File: config.mk
export PLATFORM = sky130hd
export DESIGN_NAME = acc_alu
export DESIGN_NICKNAME = d
export VERILOG_FILES = /design/src/rtl/acc_alu_pkg.sv /design/src/rtl/acc_alu_ctrl.sv /design/src/rtl/acc_alu_div.sv /design/src/rtl/acc_alu_dpath.sv /design/src/rtl/acc_alu.sv
export SDC_FILE = /design/constraint.sdc
export NUM_CORES = 1
export LEC_CHECK = 0
export BUFFER_PORTS_ARGS = -buffer_cell sky130_fd_sc_hd__buf_2
export CORE_MARGIN = 4
export CORE_UTILIZATION = 50
export CTS_BUF_LIST = sky130_fd_sc_hd__clkbuf_4 sky130_fd_sc_hd__clkbuf_8 sky130_fd_sc_hd__clkbuf_16
export DETAILED_ROUTE_END_ITERATION = 10
export PLACE_DENSITY = 0.69
export SYNTH_ARGS = -nofsm -noshare
export SYNTH_HDL_FRONTEND = slang
export SYNTH_SLANG_ARGS = --single-unit
File: constraint.sdc
create_clock -name clk -period 3 [get_ports clk]
set_clock_uncertainty 0.05 [all_clocks]
set_input_delay 0.15 -clock clk [delete_from_list [all_inputs] [get_ports clk]]
set_output_delay 0.15 -clock clk [all_outputs]
set_load 0.01 [all_outputs]
File: src/rtl/acc_alu_pkg.sv
package acc_alu_pkg;

  localparam int DataW    = 8;
  localparam int NibW     = DataW / 2;
  localparam int OpW      = 4;
  localparam int DivSteps = DataW;
  localparam int CntW     = $clog2(DivSteps);

  typedef enum logic [OpW-1:0] {
    OP_ADD  = 4'd0,
    OP_ADDC = 4'd1,
    OP_SUBB = 4'd2,
    OP_AND  = 4'd3,
    OP_OR   = 4'd4,
    OP_XOR  = 4'd5,
    OP_INC  = 4'd6,
    OP_DEC  = 4'd7,
    OP_RL   = 4'd8,
    OP_RLC  = 4'd9,
    OP_RR   = 4'd10,
    OP_RRC  = 4'd11,
    OP_SWAP = 4'd12,
    OP_DA   = 4'd13,
    OP_MUL  = 4'd14,
    OP_DIV  = 4'd15
  } aluOp_e;

  // Strobes from control to datapath
  typedef struct packed {
    logic loadResult;  // single-step operation accepted
    logic divInit;     // divide accepted, capture operands
    logic divStep;     // one quotient bit this cycle
    logic divLast;     // final quotient bit this cycle
  } ctrlStrobe_t;

  typedef struct packed {
    logic [DataW-1:0] acc;
    logic [DataW-1:0] b;
    logic             cy;
    logic             ac;
    logic             ov;
    logic             accWe;
    logic             bWe;
    logic             cyWe;
    logic             acWe;
    logic             ovWe;
  } aluResult_t;

endpackage

File: src/rtl/acc_alu_ctrl.sv
module acc_alu_ctrl
  import acc_alu_pkg::*;
(
  input  logic        clk,
  input  logic        rst_n,
  input  logic        start,
  input  aluOp_e      opSel,
  output ctrlStrobe_t strobe,
  output logic        busy,
  output logic        done
);

  typedef enum logic {S_IDLE, S_DIV} state_e;

  state_e          state;
  logic [CntW-1:0] stepCnt;

  always_comb begin
    strobe.loadResult = start && (state == S_IDLE) && (opSel != OP_DIV);
    strobe.divInit    = start && (state == S_IDLE) && (opSel == OP_DIV);
    strobe.divStep    = (state == S_DIV);
    strobe.divLast    = (state == S_DIV) && (stepCnt == CntW'(DivSteps - 1));
  end

  always_ff @(posedge clk or negedge rst_n) begin
    if (!rst_n) begin
      state   <= S_IDLE;
      stepCnt <= '0;
      done    <= 1'b0;
    end else begin
      done <= strobe.loadResult | strobe.divLast;
      if (strobe.divInit) begin
        state   <= S_DIV;
        stepCnt <= '0;
      end else if (strobe.divStep) begin
        stepCnt <= stepCnt + 1'b1;
        if (strobe.divLast) state <= S_IDLE;
      end
    end
  end

  assign busy = (state == S_DIV);

endmodule

File: src/rtl/acc_alu_div.sv
module acc_alu_div
  import acc_alu_pkg::*;
(
  input  logic             clk,
  input  logic             rst_n,
  input  logic             init,
  input  logic             step,
  input  logic [DataW-1:0] dividend,
  input  logic [DataW-1:0] divisor,
  output logic [DataW-1:0] quoNext,
  output logic [DataW-1:0] remNext,
  output logic             divZero
);

  logic [DataW-1:0] remR, quoR, dvsR;
  logic             zeroR;
  logic [DataW:0]   shifted;
  logic             fits;

  // Restoring step: bring down the next dividend bit, subtract if it fits
  always_comb begin
    shifted = {remR, quoR[DataW-1]};
    fits    = (shifted >= {1'b0, dvsR});
    remNext = fits ? (shifted[DataW-1:0] - dvsR) : shifted[DataW-1:0];
    quoNext = {quoR[DataW-2:0], fits};
  end

  always_ff @(posedge clk or negedge rst_n) begin
    if (!rst_n) begin
      remR  <= '0;
      quoR  <= '0;
      dvsR  <= '0;
      zeroR <= 1'b0;
    end else if (init) begin
      remR  <= '0;
      quoR  <= dividend;
      dvsR  <= divisor;
      zeroR <= (divisor == '0);
    end else if (step) begin
      remR <= remNext;
      quoR <= quoNext;
    end
  end

  assign divZero = zeroR;

endmodule

File: src/rtl/acc_alu_dpath.sv
module acc_alu_dpath
  import acc_alu_pkg::*;
(
  input  logic             clk,
  input  logic             rst_n,
  input  ctrlStrobe_t      strobe,
  input  aluOp_e           opSel,
  input  logic [DataW-1:0] accIn,
  input  logic [DataW-1:0] opndIn,
  input  logic [DataW-1:0] bIn,
  input  logic             cyIn,
  input  logic             acIn,
  output aluResult_t       res
);

  logic             cin;
  logic [DataW:0]   sumFull, difFull;
  logic             sumC3, sumC6, difB3, difB6;
  logic             lowFix, hiFix;
  logic [DataW:0]   daStep;
  logic [DataW-1:0] daOut;
  logic [2*DataW-1:0] prod;
  aluResult_t       nxt;
  logic [DataW-1:0] quoNext, remNext;
  logic             divZero;

  assign cin = (opSel == OP_ADD) ? 1'b0 : cyIn;

  // Adder and subtractor; the carry or borrow into bit i is a^b^result at bit i
  always_comb begin
    sumFull = {1'b0, accIn} + {1'b0, opndIn} + {{DataW{1'b0}}, cin};
    difFull = {1'b0, accIn} - {1'b0, opndIn} - {{DataW{1'b0}}, cyIn};
    sumC3   = accIn[NibW]    ^ opndIn[NibW]    ^ sumFull[NibW];
    sumC6   = accIn[DataW-1] ^ opndIn[DataW-1] ^ sumFull[DataW-1];
    difB3   = accIn[NibW]    ^ opndIn[NibW]    ^ difFull[NibW];
    difB6   = accIn[DataW-1] ^ opndIn[DataW-1] ^ difFull[DataW-1];
  end

  // Decimal adjust as two chained corrections
  always_comb begin
    lowFix = (accIn[NibW-1:0] > NibW'(9)) || acIn;
    daStep = {1'b0, accIn} + (lowFix ? (DataW+1)'(6) : '0);
    hiFix  = (daStep[DataW-1:NibW] > NibW'(9)) || daStep[DataW] || cyIn;
    daOut  = daStep[DataW-1:0] + (hiFix ? DataW'(8'h60) : '0);
  end

  assign prod = accIn * bIn;

  always_comb begin
    nxt = '0;
    unique case (opSel)
      OP_ADD, OP_ADDC: begin
        nxt.acc = sumFull[DataW-1:0];
        nxt.cy  = sumFull[DataW];
        nxt.ac  = sumC3;
        nxt.ov  = sumC6 ^ sumFull[DataW];
        nxt.accWe = 1'b1; nxt.cyWe = 1'b1; nxt.acWe = 1'b1; nxt.ovWe = 1'b1;
      end
      OP_SUBB: begin
        nxt.acc = difFull[DataW-1:0];
        nxt.cy  = difFull[DataW];
        nxt.ac  = difB3;
        nxt.ov  = difB6 ^ difFull[DataW];
        nxt.accWe = 1'b1; nxt.cyWe = 1'b1; nxt.acWe = 1'b1; nxt.ovWe = 1'b1;
      end
      OP_AND:  begin nxt.acc = accIn & opndIn;  nxt.accWe = 1'b1; end
      OP_OR:   begin nxt.acc = accIn | opndIn;  nxt.accWe = 1'b1; end
      OP_XOR:  begin nxt.acc = accIn ^ opndIn;  nxt.accWe = 1'b1; end
      OP_INC:  begin nxt.acc = accIn + 1'b1;    nxt.accWe = 1'b1; end
      OP_DEC:  begin nxt.acc = accIn - 1'b1;    nxt.accWe = 1'b1; end
      OP_RL:   begin nxt.acc = {accIn[DataW-2:0], accIn[DataW-1]}; nxt.accWe = 1'b1; end
      OP_RR:   begin nxt.acc = {accIn[0], accIn[DataW-1:1]};       nxt.accWe = 1'b1; end
      OP_RLC: begin
        nxt.acc = {accIn[DataW-2:0], cyIn};
        nxt.cy  = accIn[DataW-1];
        nxt.accWe = 1'b1; nxt.cyWe = 1'b1;
      end
      OP_RRC: begin
        nxt.acc = {cyIn, accIn[DataW-1:1]};
        nxt.cy  = accIn[0];
        nxt.accWe = 1'b1; nxt.cyWe = 1'b1;
      end
      OP_SWAP: begin
        nxt.acc = {accIn[NibW-1:0], accIn[DataW-1:NibW]};
        nxt.accWe = 1'b1;
      end
      OP_DA: begin
        nxt.acc = daOut;
        nxt.cy  = hiFix;
        nxt.accWe = 1'b1; nxt.cyWe = 1'b1;
      end
      OP_MUL: begin
        nxt.acc = prod[DataW-1:0];
        nxt.b   = prod[2*DataW-1:DataW];
        nxt.cy  = 1'b0;
        nxt.ov  = (prod[2*DataW-1:DataW] != '0);
        nxt.accWe = 1'b1; nxt.bWe = 1'b1; nxt.cyWe = 1'b1; nxt.ovWe = 1'b1;
      end
      default: nxt = '0;
    endcase
  end

  acc_alu_div div_i (
    .clk      (clk),
    .rst_n    (rst_n),
    .init     (strobe.divInit),
    .step     (strobe.divStep),
    .dividend (accIn),
    .divisor  (bIn),
    .quoNext  (quoNext),
    .remNext  (remNext),
    .divZero  (divZero)
  );

  always_ff @(posedge clk or negedge rst_n) begin
    if (!rst_n) begin
      res <= '0;
    end else if (strobe.loadResult) begin
      res <= nxt;
    end else if (strobe.divLast) begin
      res.acc   <= quoNext;
      res.b     <= remNext;
      res.cy    <= 1'b0;
      res.ov    <= divZero;
      res.accWe <= 1'b1;
      res.bWe   <= 1'b1;
      res.cyWe  <= 1'b1;
      res.acWe  <= 1'b0;
      res.ovWe  <= 1'b1;
    end else begin
      res.accWe <= 1'b0;
      res.bWe   <= 1'b0;
      res.cyWe  <= 1'b0;
      res.acWe  <= 1'b0;
      res.ovWe  <= 1'b0;
    end
  end

endmodule

File: src/rtl/acc_alu.sv
module acc_alu
  import acc_alu_pkg::*;
(
  input  logic             clk,
  input  logic             rst_n,
  input  logic             start,
  input  logic [OpW-1:0]   opSel,
  input  logic [DataW-1:0] accIn,
  input  logic [DataW-1:0] opndIn,
  input  logic [DataW-1:0] bIn,
  input  logic             cyIn,
  input  logic             acIn,
  output logic [DataW-1:0] accOut,
  output logic             accWe,
  output logic [DataW-1:0] bOut,
  output logic             bWe,
  output logic             cyOut,
  output logic             cyWe,
  output logic             acOut,
  output logic             acWe,
  output logic             ovOut,
  output logic             ovWe,
  output logic             busy,
  output logic             done
);

  aluOp_e      opTyped;
  ctrlStrobe_t strobe;
  aluResult_t  res;

  assign opTyped = aluOp_e'(opSel);

  acc_alu_ctrl ctrl_i (
    .clk    (clk),
    .rst_n  (rst_n),
    .start  (start),
    .opSel  (opTyped),
    .strobe (strobe),
    .busy   (busy),
    .done   (done)
  );

  acc_alu_dpath dpath_i (
    .clk    (clk),
    .rst_n  (rst_n),
    .strobe (strobe),
    .opSel  (opTyped),
    .accIn  (accIn),
    .opndIn (opndIn),
    .bIn    (bIn),
    .cyIn   (cyIn),
    .acIn   (acIn),
    .res    (res)
  );

  assign accOut = res.acc;
  assign accWe  = res.accWe;
  assign bOut   = res.b;
  assign bWe    = res.bWe;
  assign cyOut  = res.cy;
  assign cyWe   = res.cyWe;
  assign acOut  = res.ac;
  assign acWe   = res.acWe;
  assign ovOut  = res.ov;
  assign ovWe   = res.ovWe;

endmodule

==> run_results.csv <==
group,metric,value,unit
setup_path,cp.buffers_inverters,3,
finish,multi_input_area,5590,um^2
place,post_dp_cell_area,8270,um^2
floorplan,core,13800,um^2
setup_path,worst-r2r-cell-count,12,
floorplan,initial_utilization,50.7,%
timing,worst_slack,-0.949,ns
setup_path,cp_slowest_stage_delay,0.56,ns
setup_path,critPathCaptureType,"flip-flop",
yosys,avgSynthCellArea,8.51,um^2
yosys,syn-cell-area,7010,um^2
place,port_buffers,58,
yosys,synth_top_family_by_area,"adder cells",
finish,layout-drive-gt1-share,30.5,%
timing,post-route-period-util,132,%
global_route,overflow,0,
clock_network,clk_pin_slew,0.07,ns
clock_network,clock_latency,0.29,ns
global_route,grt_max_degree,55,
yosys,synthXorXnorAreaFrac,5.34,%
finish,most-common-layout-cells,"100 x buf_4, 85 x nand2_1, 77 x inv_1, 72 x ha_1, 54 x dfrtp_1",
min_path,min-delay-start,"bIn[2]",
drt,antenna_left,0,
setup_path,crit_path_cell_trace,"buf_12, and2_4, fa_1, fa_1, fa_1, inv_1, fa_1, inv_2, ha_4, nand3_2, o2111ai_2, o31a_1, a21o_1, a21oi_2, xnor2_2, o31ai_1, a21oi_1",
timing,max_freq,253,MHz
global_route,grt_pass1_wl,34100,um
yosys,synth_compound_area_share,19.7,%
pwr,vdd_ir_drop_max,0.000374,V
drt,drcViolationCount,0,
outcome,violations,"negative setup slack",
global_route,globalRouteMet3Util,3.54,%
global_route,met1_usage,35.4,%
finish,seq_area,1350,um^2
setup_path,reg2reg_to,"dpath_i.res[8]$_DFFE_PN0P_",
finish,finalNetCount,1122,
yosys,ys.flop_type,"dfrtp_1",
setup_path,slowest_stage,"fa_1",
yosys,syn_nets,986,
clock_network,numCtsBuffers,5,
finish,post-route-util,65.1,%
yosys,ys_seq_area_share,19.3,%
drt,wl_per_cell,18.3,um
global_route,busiest_layer,"met2",
finish,final_common_cell,"buf_4",
pwr,p_per_area,678,nW/um^2
timing,fin_crit,3.95,ns
global_route,antenna_found_initial,1,
yosys,synth_edf_count,0,
outcome,outcome,"finished with violations",
pwr,p_leak,4.38,nW
clock_network,ctsRootBufferMaster,"clkbuf_16",
drt,totalWireLength,20900,um
setup_path,crit_top_cell,"fa_1",
min_path,min_to,"dpath_i.div_i.dvsR[2]$_DFFE_PN0P_",
setup_path,crit_type,"input port to flip-flop",
setup_path,cp_top_family,"adder cells",
yosys,yosysUniqueCellTypes,66,
drt,vias,6550,
run,drv_cap,0,
setup_path,cp_max_fo,5,
finish,antennaDiodeCount,0,
global_route,grt_util_met2,44.0,%
yosys,synth_adder_area_share,27.7,%
min_path,hold_class,"input port to flip-flop",
clock_network,clockBufferDepth,2,
drt,vias_per_cell,5.74,
global_route,grt_pass1_vias,6641,
drt,drt_iter0_drc,520,
finish,area_delta_synth_final,28.4,%
setup_path,start_kind,"input port",
yosys,syn_inst,824,
clock_network,cts_sinks,54,
yosys,yosys.area_share.simple,18.5,%
global_route,track_usage,26.2,%
timing,setup_violations,13,
floorplan,ios,59,
yosys,ys_seq_elements,54,
place,dp_hpwl,16700,um
clock_network,cts_tree,"done",
yosys,async_flop_share,100,%
clock_network,h-tree-depth,2,
setup_path,critical_path_arrival,4.06,ns
floorplan,die_w,126,um
yosys,yosys_warnings,0,
place,gp_congestion,0.926,
setup_path,required,3.11,ns
timing,grt_setup_unrepaired,"yes",
timing,worst_pin_slew,0.868,ns
floorplan,row_count,43,
setup_path,ff2ff_setup_slack,0.49,ns
timing,worst_hold_slack,0.128,ns
timing,hold_viol_final,0,
timing,slew_viol_final,0,
setup_path,timing.rr.start,"dpath_i.div_i.dvsR[1]$_DFFE_PN0P_",
finish,fillers,1172,
finish,final_cell_area,9000,um^2
min_path,holdPathStages,4,
floorplan,dieArea,16000,um^2
drt,firstDrtPassIters,6,
yosys,synthMuxAreaShare,1.87,%
floorplan,die_h,126,um
timing,slew-limit-headroom,41.7,%
-- sequential cells by signal, indices dropped and copies added (netlist names) --
register,cells
dpath_i.div_i.divZero,1
dpath_i.div_i.quoR,8
ctrl_i.busy,1
dpath_i.div_i.remR,8
dpath_i.res,24
ctrl_i.stepCnt,3
dpath_i.div_i.dvsR,8
ctrl_i.done,1
-- report_power, final --
group | internal [mW] | total (mW) | leakage, nW | switching, mW
Clock | 0.335 | 0.596 | 0.0735 | 0.261
Sequential | 1.02 | 1.23 | 0.685 | 0.211
Combinational | 2.00 | 4.27 | 3.62 | 2.27
-- repair_timing --
action | CTS | global route
hold buffers | 1 | 0
pin swaps | 64 | 40
setup endpoints to repair | 13 | 14
resized for setup | 88 | 32
buffers inserted | 13 | 1
endpoints found under the hold margin | 54 | 0
cloned | 0 | 0
-- kinds of logic (layout without fill, tap and decap cells) --
group           after synthesis  after routing
fa+ha+maj                   129            129
buf+inv                     133            270
mux                          13             13
flops                        54             54
compound gates              196            196
xor+xnor                     41             41
simple gates                258            258
-- per-stage QoR --
step	TNS, ns	worst slack [ns]	cells	total power, mW
final	-8.43	-0.949	1141	6.10
after global routing	-10.58	-1.13	1141	6.63
after CTS	-8.67	-0.955	1141	5.94
after detailed placement	-15.37	-1.41	1120	5.12
after global placement	-14.94	-1.37	1120	5.04
after floorplan	-9.61	-1.26	824	3.87
-- routing by layer --
layer / vias to the layer above / part of all wire, % / routed length [um]
li1: 3103 / - / -
met1: 3141 / 43 / 8970
met2: 251 / 47 / 9910
met3: 53 / 6.8 / 1420
met4: 2 / 2.8 / 589
met5: - / 0.062 / 13
-- tightest hold or removal path, delay by kind of cell --
family,cells,cell delay [ns]
buffers and inverters,2,0.18
AO/OA/AOI/OAI,1,0.06
AND/OR/NAND/NOR,1,0.04
-- synth_stat cells (18+ instances only) --
cell type	count	area share, %
nor2_1	43	2.3
a22oi_1	18	1.9
fa_1	44	13
inv_1	88	4.7
xnor2_1	25	3.1
and2_1	48	4.3
dfrtp_1	54	19
o21ai_0	31	2.2
ha_1	85	15
a21oi_1	33	2.4
nand2_1	91	4.9
clkbuf_1	27	1.4
-- how the worst max path moves through the flow --
stage | start | endpoint | slack, ns | depth (start not counted)
after floorplan | accIn[7] | dpath_i.res[5]$_DFFE_PN0P_ | -1.26 | 18
after global placement | accIn[2] | dpath_i.res[5]$_DFFE_PN0P_ | -1.37 | 18
after detailed placement | accIn[2] | dpath_i.res[5]$_DFFE_PN0P_ | -1.41 | 18
after CTS | bIn[5] | dpath_i.res[5]$_DFFE_PN0P_ | -0.96 | 17
after global routing | bIn[5] | dpath_i.res[5]$_DFFE_PN0P_ | -1.13 | 17
final | bIn[2] | dpath_i.res[5]$_DFFE_PN0P_ | -0.95 | 17
-- cell type report --
class,instances,area share (%)
Tap cell,180,2.50
Sequential cell,54,15.0
Multi-Input combinational cell,637,62.1
Inverter,91,3.79
Clock buffer,6,1.54
Clock inverter,2,0.181
Timing Repair Buffer,171,14.9
No activity file was read; power rests on OpenSTA's default activity.
